[src/rtl/spi_reg_pkg.sv]
package spi_reg_pkg;

    localparam int AW     = 6;
    localparam int DW     = 16;
    localparam int HW     = 8;
    localparam int CNT_W  = $clog2(DW);

    localparam int IX_SCK  = 0;
    localparam int IX_MOSI = 1;
    localparam int IX_CSN  = 2;
    localparam int NSYNC   = 3;

    typedef enum logic [1:0] {
        PH_IDLE,
        PH_HDR,
        PH_DATA
    } phase_t;

    typedef struct packed {
        logic          rd;
        logic [AW-1:0] addr;
    } hdr_t;

    function automatic hdr_t decode_hdr(input logic [HW-1:0] b);
        hdr_t h;
        h.rd   = b[HW-1];
        h.addr = b[AW-1:0];
        return h;
    endfunction

endpackage

[src/rtl/spi_sync.sv]
module spi_sync #(
    parameter int          W       = 3,
    parameter int          STAGES  = 2,
    parameter logic [W-1:0] RST_VAL = '0
) (
    input  logic         clk,
    input  logic         rst,
    input  logic [W-1:0] d,
    output logic [W-1:0] q
);
    logic [W-1:0] st [STAGES];

    always_ff @(posedge clk) begin
        if (rst) st[0] <= RST_VAL;
        else     st[0] <= d;
    end

    for (genvar i = 1; i < STAGES; i++) begin : g_stage
        always_ff @(posedge clk) begin
            if (rst) st[i] <= RST_VAL;
            else     st[i] <= st[i-1];
        end
    end

    assign q = st[STAGES-1];
endmodule

[src/rtl/spi_reg_ctrl.sv]
module spi_reg_ctrl
    import spi_reg_pkg::*;
#(
    parameter int A_W = AW,
    parameter int D_W = DW,
    parameter int H_W = HW
) (
    input  logic           clk,
    input  logic           rst,
    input  logic           sck_s,
    input  logic           mosi_s,
    input  logic           csn_s,
    input  logic [D_W-1:0] reg_rdata,
    output logic           reg_wr,
    output logic           reg_rd,
    output logic [A_W-1:0] reg_addr,
    output logic [D_W-1:0] reg_wdata,
    output logic           cs_act,
    output logic           tx_bit
);
    localparam int C_W = $clog2(D_W);

    phase_t         phase;
    logic [C_W-1:0] cnt;
    logic [H_W-1:0] hsr;
    logic [D_W-1:0] rsr;
    logic [D_W-1:0] tsr;
    logic           is_read;
    logic           sck_q;
    logic           csn_q;

    logic           sck_rise, sck_fall, cs_start;
    logic [H_W-1:0] hdr_next;
    logic [D_W-1:0] word_next;
    hdr_t           hdr_dec;

    always_comb begin
        sck_rise  = sck_s & ~sck_q;
        sck_fall  = ~sck_s & sck_q;
        cs_act    = ~csn_s;
        cs_start  = ~csn_s & csn_q;
        hdr_next  = {hsr[H_W-2:0], mosi_s};
        word_next = {rsr[D_W-2:0], mosi_s};
        hdr_dec   = decode_hdr(hdr_next);
    end

    always_ff @(posedge clk) begin
        if (rst) begin
            phase     <= PH_IDLE;
            cnt       <= '0;
            hsr       <= '0;
            rsr       <= '0;
            tsr       <= '0;
            is_read   <= 1'b0;
            sck_q     <= 1'b0;
            csn_q     <= 1'b1;
            reg_wr    <= 1'b0;
            reg_rd    <= 1'b0;
            reg_addr  <= '0;
            reg_wdata <= '0;
            tx_bit    <= 1'b0;
        end else begin
            sck_q  <= sck_s;
            csn_q  <= csn_s;
            reg_wr <= 1'b0;
            reg_rd <= 1'b0;
            if (reg_wr || reg_rd) reg_addr <= reg_addr + 1'b1;
            if (reg_rd) tsr <= reg_rdata;

            if (!cs_act) begin
                phase  <= PH_IDLE;
                cnt    <= '0;
                tx_bit <= 1'b0;
            end else if (cs_start) begin
                phase  <= PH_HDR;
                cnt    <= '0;
                tx_bit <= 1'b0;
            end else if (sck_rise) begin
                case (phase)
                    PH_HDR: begin
                        hsr <= hdr_next;
                        if (cnt == C_W'(H_W - 1)) begin
                            phase    <= PH_DATA;
                            cnt      <= '0;
                            is_read  <= hdr_dec.rd;
                            reg_addr <= hdr_dec.addr;
                            reg_rd   <= hdr_dec.rd;
                        end else begin
                            cnt <= cnt + 1'b1;
                        end
                    end
                    PH_DATA: begin
                        rsr <= word_next;
                        cnt <= cnt + 1'b1;
                        if (cnt == C_W'(D_W - 1)) begin
                            if (is_read) begin
                                reg_rd <= 1'b1;
                            end else begin
                                reg_wr    <= 1'b1;
                                reg_wdata <= word_next;
                            end
                        end
                    end
                    default: ;
                endcase
            end else if (sck_fall && phase == PH_DATA && is_read) begin
                tx_bit <= tsr[D_W-1];
                tsr    <= {tsr[D_W-2:0], 1'b0};
            end
        end
    end

    AST_DIR_EXCL: assert property (@(posedge clk) disable iff (rst)
        (reg_wr |-> !is_read) and (reg_rd |-> !reg_wr));

    AST_ADDR_STEP: assert property (@(posedge clk) disable iff (rst)
        (reg_wr || reg_rd) |=> (reg_addr == $past(reg_addr) + 1'b1));

    AST_WR_AFTER_RISE: assert property (@(posedge clk) disable iff (rst)
        reg_wr |-> $past(sck_rise));

    AST_TX_ON_FALL: assert property (@(posedge clk) disable iff (rst)
        (cs_act && $past(cs_act) && tx_bit != $past(tx_bit)) |-> $past(sck_fall));

endmodule

[src/rtl/spi_miso_drv.sv]
module spi_miso_drv (
    input  logic clk,
    input  logic rst,
    input  logic cs_act,
    input  logic tx_bit,
    input  logic float_idle,
    output logic miso_d,
    output logic miso_oe
);
    always_ff @(posedge clk) begin
        if (rst) begin
            miso_d  <= 1'b0;
            miso_oe <= 1'b0;
        end else if (cs_act) begin
            miso_d  <= tx_bit;
            miso_oe <= 1'b1;
        end else begin
            miso_d  <= 1'b0;
            miso_oe <= ~float_idle;
        end
    end

    AST_IDLE_LEVEL: assert property (@(posedge clk) disable iff (rst)
        !cs_act |=> (miso_oe == !$past(float_idle)) && !miso_d);

endmodule

[src/rtl/spi_reg_port.sv]
module spi_reg_port
    import spi_reg_pkg::*;
#(
    parameter int A_W     = AW,
    parameter int D_W     = DW,
    parameter int H_W     = HW,
    parameter int STAGES  = 2
) (
    input  logic           clk,
    input  logic           rst,
    input  logic           spi_sck,
    input  logic           spi_mosi,
    input  logic           spi_csn,
    input  logic           miso_float_idle,
    output logic           miso_d,
    output logic           miso_oe,
    output logic [A_W-1:0] reg_addr,
    output logic           reg_wr,
    output logic           reg_rd,
    output logic [D_W-1:0] reg_wdata,
    input  logic [D_W-1:0] reg_rdata
);
    localparam logic [NSYNC-1:0] SYNC_RST = NSYNC'(1) << IX_CSN;

    logic [NSYNC-1:0] raw, synced;
    logic             cs_act, tx_bit;

    always_comb begin
        raw          = '0;
        raw[IX_SCK]  = spi_sck;
        raw[IX_MOSI] = spi_mosi;
        raw[IX_CSN]  = spi_csn;
    end

    spi_sync #(.W(NSYNC), .STAGES(STAGES), .RST_VAL(SYNC_RST)) u_sync (
        .clk (clk),
        .rst (rst),
        .d   (raw),
        .q   (synced)
    );

    spi_reg_ctrl #(.A_W(A_W), .D_W(D_W), .H_W(H_W)) u_ctrl (
        .clk       (clk),
        .rst       (rst),
        .sck_s     (synced[IX_SCK]),
        .mosi_s    (synced[IX_MOSI]),
        .csn_s     (synced[IX_CSN]),
        .reg_rdata (reg_rdata),
        .reg_wr    (reg_wr),
        .reg_rd    (reg_rd),
        .reg_addr  (reg_addr),
        .reg_wdata (reg_wdata),
        .cs_act    (cs_act),
        .tx_bit    (tx_bit)
    );

    spi_miso_drv u_drv (
        .clk        (clk),
        .rst        (rst),
        .cs_act     (cs_act),
        .tx_bit     (tx_bit),
        .float_idle (miso_float_idle),
        .miso_d     (miso_d),
        .miso_oe    (miso_oe)
    );
endmodule

[config.mk]
export PLATFORM = sky130hd
export DESIGN_NAME = spi_reg_port
export DESIGN_NICKNAME = d
export VERILOG_FILES = /design/src/rtl/spi_reg_pkg.sv /design/src/rtl/spi_sync.sv /design/src/rtl/spi_reg_ctrl.sv /design/src/rtl/spi_miso_drv.sv /design/src/rtl/spi_reg_port.sv
export SDC_FILE = /design/constraint.sdc
export NUM_CORES = 1
export LEC_CHECK = 0
export CAP_MARGIN = 20
export CORE_MARGIN = 1
export CORE_UTILIZATION = 41
export CTS_CLUSTER_DIAMETER = 150
export DETAILED_ROUTE_END_ITERATION = 10
export GPL_ROUTABILITY_DRIVEN = 0
export PLACE_DENSITY_LB_ADDON = 0.15
export SLEW_MARGIN = 20
export SYNTH_ARGS = -nofsm -noshare
export SYNTH_HDL_FRONTEND = slang
export SYNTH_SLANG_ARGS = --single-unit
[constraint.sdc]
create_clock -name clk -period 2.05 [get_ports clk]
set_input_delay 0.3075 -clock clk [delete_from_list [all_inputs] [get_ports clk]]
set_output_delay 0.3075 -clock clk [all_outputs]
set_load 0.02 [all_outputs]
==> impl_metrics.toml <==
[outcome]
status = "completed"

[placement]
pre_cts_slack_ns = 0.3827
dp_hpwl_mm = 3.704
portBuffers = 47
dp_cells = 455

[flow_run]
drv_cap = 0

[power]
clkPwrFrac = 0.410
cellPowerDensity_nw_per_um2 = 716.9
ir_worst_vdd_mv = 0.3629
p_sw_uw = 594.5
intPower_mw = 2.202
p_comb_frac = 0.030
seqPwrFrac = 0.560
p_sw_frac = 0.2126
p_leak_nw = 1.542

[worst_setup_path]
cp-end-kind = "output port"
crit_required_ns = 1.74
start_kind = "register"
cp_data_arrival_time_ns = 1.47
cp_cell_sequence = "clkdlybuf4s50_1"
cp.buffers_inverters = 1
slowest_stage = "clkdlybuf4s50_1"
critPathMaxStageDelay_ns = 0.67
crit_path_max_fanout = 7
worstSetupPathType = "reg2out"
worst_path_dominant_cell_family = "buffers and inverters"

[synth]
synth_nets = 351
synth_seq_area_share = 0.5002
postSynthAreaPerCell_sq_um = 9.852
yosys.area.top_type = "dfxtp_1"
ys_ff_latch = 80
yosys-top-cells-area = "dfxtp_1, mux2i_1, nor2_1"
syn_inst = 325
yosys_warnings = 0
syn_area_sq_um = 3202
synth_cell_type_count = 34
synth_top_area_share = 0.5002

[clock_tree]
post_cts_buffers = 0
cts_buffers = 9
path_clk_slew_ns = 0.08
htree_levels = 3
clockBufferDepth = 2
clock-sinks = 80
ctsResizeCount = 0
clkLatencyLatePin_ns = 0.35
holdBufCountCts = 0
cts_tree = "yes"
cts-root-buf = "clkbuf_8"

[timing]
fin_tns_setup_ns = 0
rsz0062_at_grt = "false"
maxSlewViolCount = 0
clock_skew_ns = 0.01180
hold_viol_final = 0
max_freq_mhz = 561.1
worst_slew_pin_slew_ns = 0.5492
finalSetupViolCount = 0
period_minus_slack_ns = 1.782
slew_headroom = 0.6339
finalCritPeriodShare = 0.8693
setup_ws_ns = 0.2679

[cells_and_area]
diodes = 0
finalNetCount = 393
drive_above_1_share = 0.1129
areaGrowthSynthToFinish_pct = 21.84
final_cells = 471

[grt]
grt_max_degree = 72
grt_antenna_before_repair = 0
globalRouteOverflowTotal = 0
grt_pass1_vias = 2019
grt_use_total = 0.1466
grt_pass1_wl_mm = 9.528

[worst_hold_path]
hold_path.class = "reg2reg"

[drt]
drc_errors = 0
viasPerCell = 4.781
vias = 2252
drt_iter0_drc = 83
ant_nets = 0
drtPass1Iterations = 4
routedWlPerCell_um = 11.97
totalWireLength_mm = 5.640

[die]
num_io_pins = 48
rows = 31
core-area_sq_um = 7408
die_area_sq_um = 8167
initial_utilization = 0.4322
die_width_um = 90.37
fp.dieH_um = 90.37
stage by stage:
| stage | hold WS, ns | power, mW | util | cell area (sq um) |
|---|---|---|---|---|
| after global placement | 0.3936 | 1.687 | 0.4999 | 3704 |
| after global routing | 0.4336 | 2.913 | 0.5266 | 3901 |
| after CTS | 0.4155 | 2.825 | 0.5266 | 3901 |
| after detailed placement | 0.3979 | 1.688 | 0.4999 | 3704 |
| after floorplan | 0.3895 | 1.634 | - | 3202 |
| final | 0.4129 | 2.797 | 0.5266 | 3901 |
cell type report:
class	instances	area [sq um]
flip-flops and latches	80	1602
clock inverters	5	56.30
multi-input cells	219	1444
well taps	99	123.9
repair buffers	52	515.5
fillers	676	3507
inverters	5	18.77
clock buffers	11	141.4
Yosys cell counts:
master / instances
and3b_1: 1
nand3_1: 3
or2_2: 3
nor3_1: 1
ha_1: 4
nor4_1: 1
dfxtp_1: 80
nor2_1: 54
or3b_2: 1
nand4b_1: 2
buf_6: 4
clkbuf_1: 10
nand4_1: 1
nor4b_4: 1
nor3b_2: 1
inv_1: 5
and4b_1: 1
xor2_1: 5
buf_4: 2
mux2i_1: 42
and2_1: 1
a211oi_1: 5
o2111ai_1: 2
a311oi_1: 1
a211oi_2: 15
nor2b_1: 5
o21ai_0: 2
xnor2_1: 1
buf_2: 4
a31oi_1: 1
nand2_1: 40
a21oi_1: 21
buf_12: 1
or3_1: 4
sequential cells by signal (all words and copies together) (netlist names), 2 cells and up:
| register | flops |
|---|---|
| u_ctrl.reg_wdata | 16 |
| u_ctrl.tsr | 16 |
| u_ctrl.rsr | 15 |
| u_ctrl.hsr | 7 |
| u_ctrl.reg_addr | 6 |
| u_sync.st | 6 |
| u_ctrl.cnt | 4 |
| u_ctrl.phase | 2 |
final timing paths:
| check | from | slack (ns) | cells past startpoint | end |
|---|---|---|---|---|
| max | u_ctrl.reg_rd$_SDFF_PP0_ | 0.27 | 1 | reg_rd |
| min | u_sync.st[0][2]$_SDFF_PP1_ | 0.41 | 1 | u_sync.st[1][2]$_SDFF_PP1_ |
| min reg2reg | u_sync.st[0][2]$_SDFF_PP1_ | 0.41 | 1 | u_sync.st[1][2]$_SDFF_PP1_ |
| max reg2reg | u_ctrl.phase[0]$_SDFFE_PP0P_ | 0.37 | 6 | u_ctrl.cnt[0]$_SDFFE_PP0P_ |
worst reg2reg max path, stage by stage (launching register included):
cell      delay (ns)
dfxtp_1         0.35
inv_1           0.05
ha_1            0.32
or3b_2          0.52
a211oi_1        0.23
a21oi_1         0.06
nor2_1          0.08
metal layers:
layer	vias to the layer above	GRT usage	wire, um
met4	0	0.07258	97
li1	1184	-	-
met3	10	0.03788	212
met2	36	0.2265	2461
met5	-	0	0
met1	1022	0.1895	2869
placed cells by master, fill, tap and decap left out, drive strengths merged:
cell           synthesis  final
inv                    5      5
nor3b                  1      1
nor4b                  1      1
or2                    3      3
nand3                  3      3
or3                    4      4
and2                   1      1
nor2                  54     54
clkbuf                10     11
dfxtp                 80     80
and3b                  1      1
nor3                   1      1
nand4b                 2      2
clkinvlp               0      1
ha                     4      4
a211oi                20     20
or3b                   1      1
mux2i                 42     42
xor2                   5      5
o2111ai                2      2
nand2                 40     40
bufinv                 0      1
clkinv                 0      3
buf                   11      6
a21oi                 21     21
nor2b                  5      5
a311oi                 1      1
xnor2                  1      1
nor4                   1      1
nand4                  1      1
clkdlybuf4s50          0     46
and4b                  1      1
o21ai                  2      2
a31oi                  1      1
power groups by stage:
stage	Combinational (mW)	Clock, mW	Sequential (mW)
2_1_floorplan	0.0309	0	1.60
3_3_place_gp	0.0840	0	1.60
3_5_place_dp	0.0841	0	1.60
4_1_cts	0.0848	1.17	1.57
5_1_grt	0.0897	1.26	1.57
6_report	0.0834	1.15	1.57
logic make-up after synthesis:
logic type	synth area share
fa+ha+maj	0.01563
flops	0.5002
buf+inv	0.04885
simple gates	0.1712
xor+xnor	0.01641
mux	0.1313
compound gates	0.1165
Power figures use the tool's default switching activity.
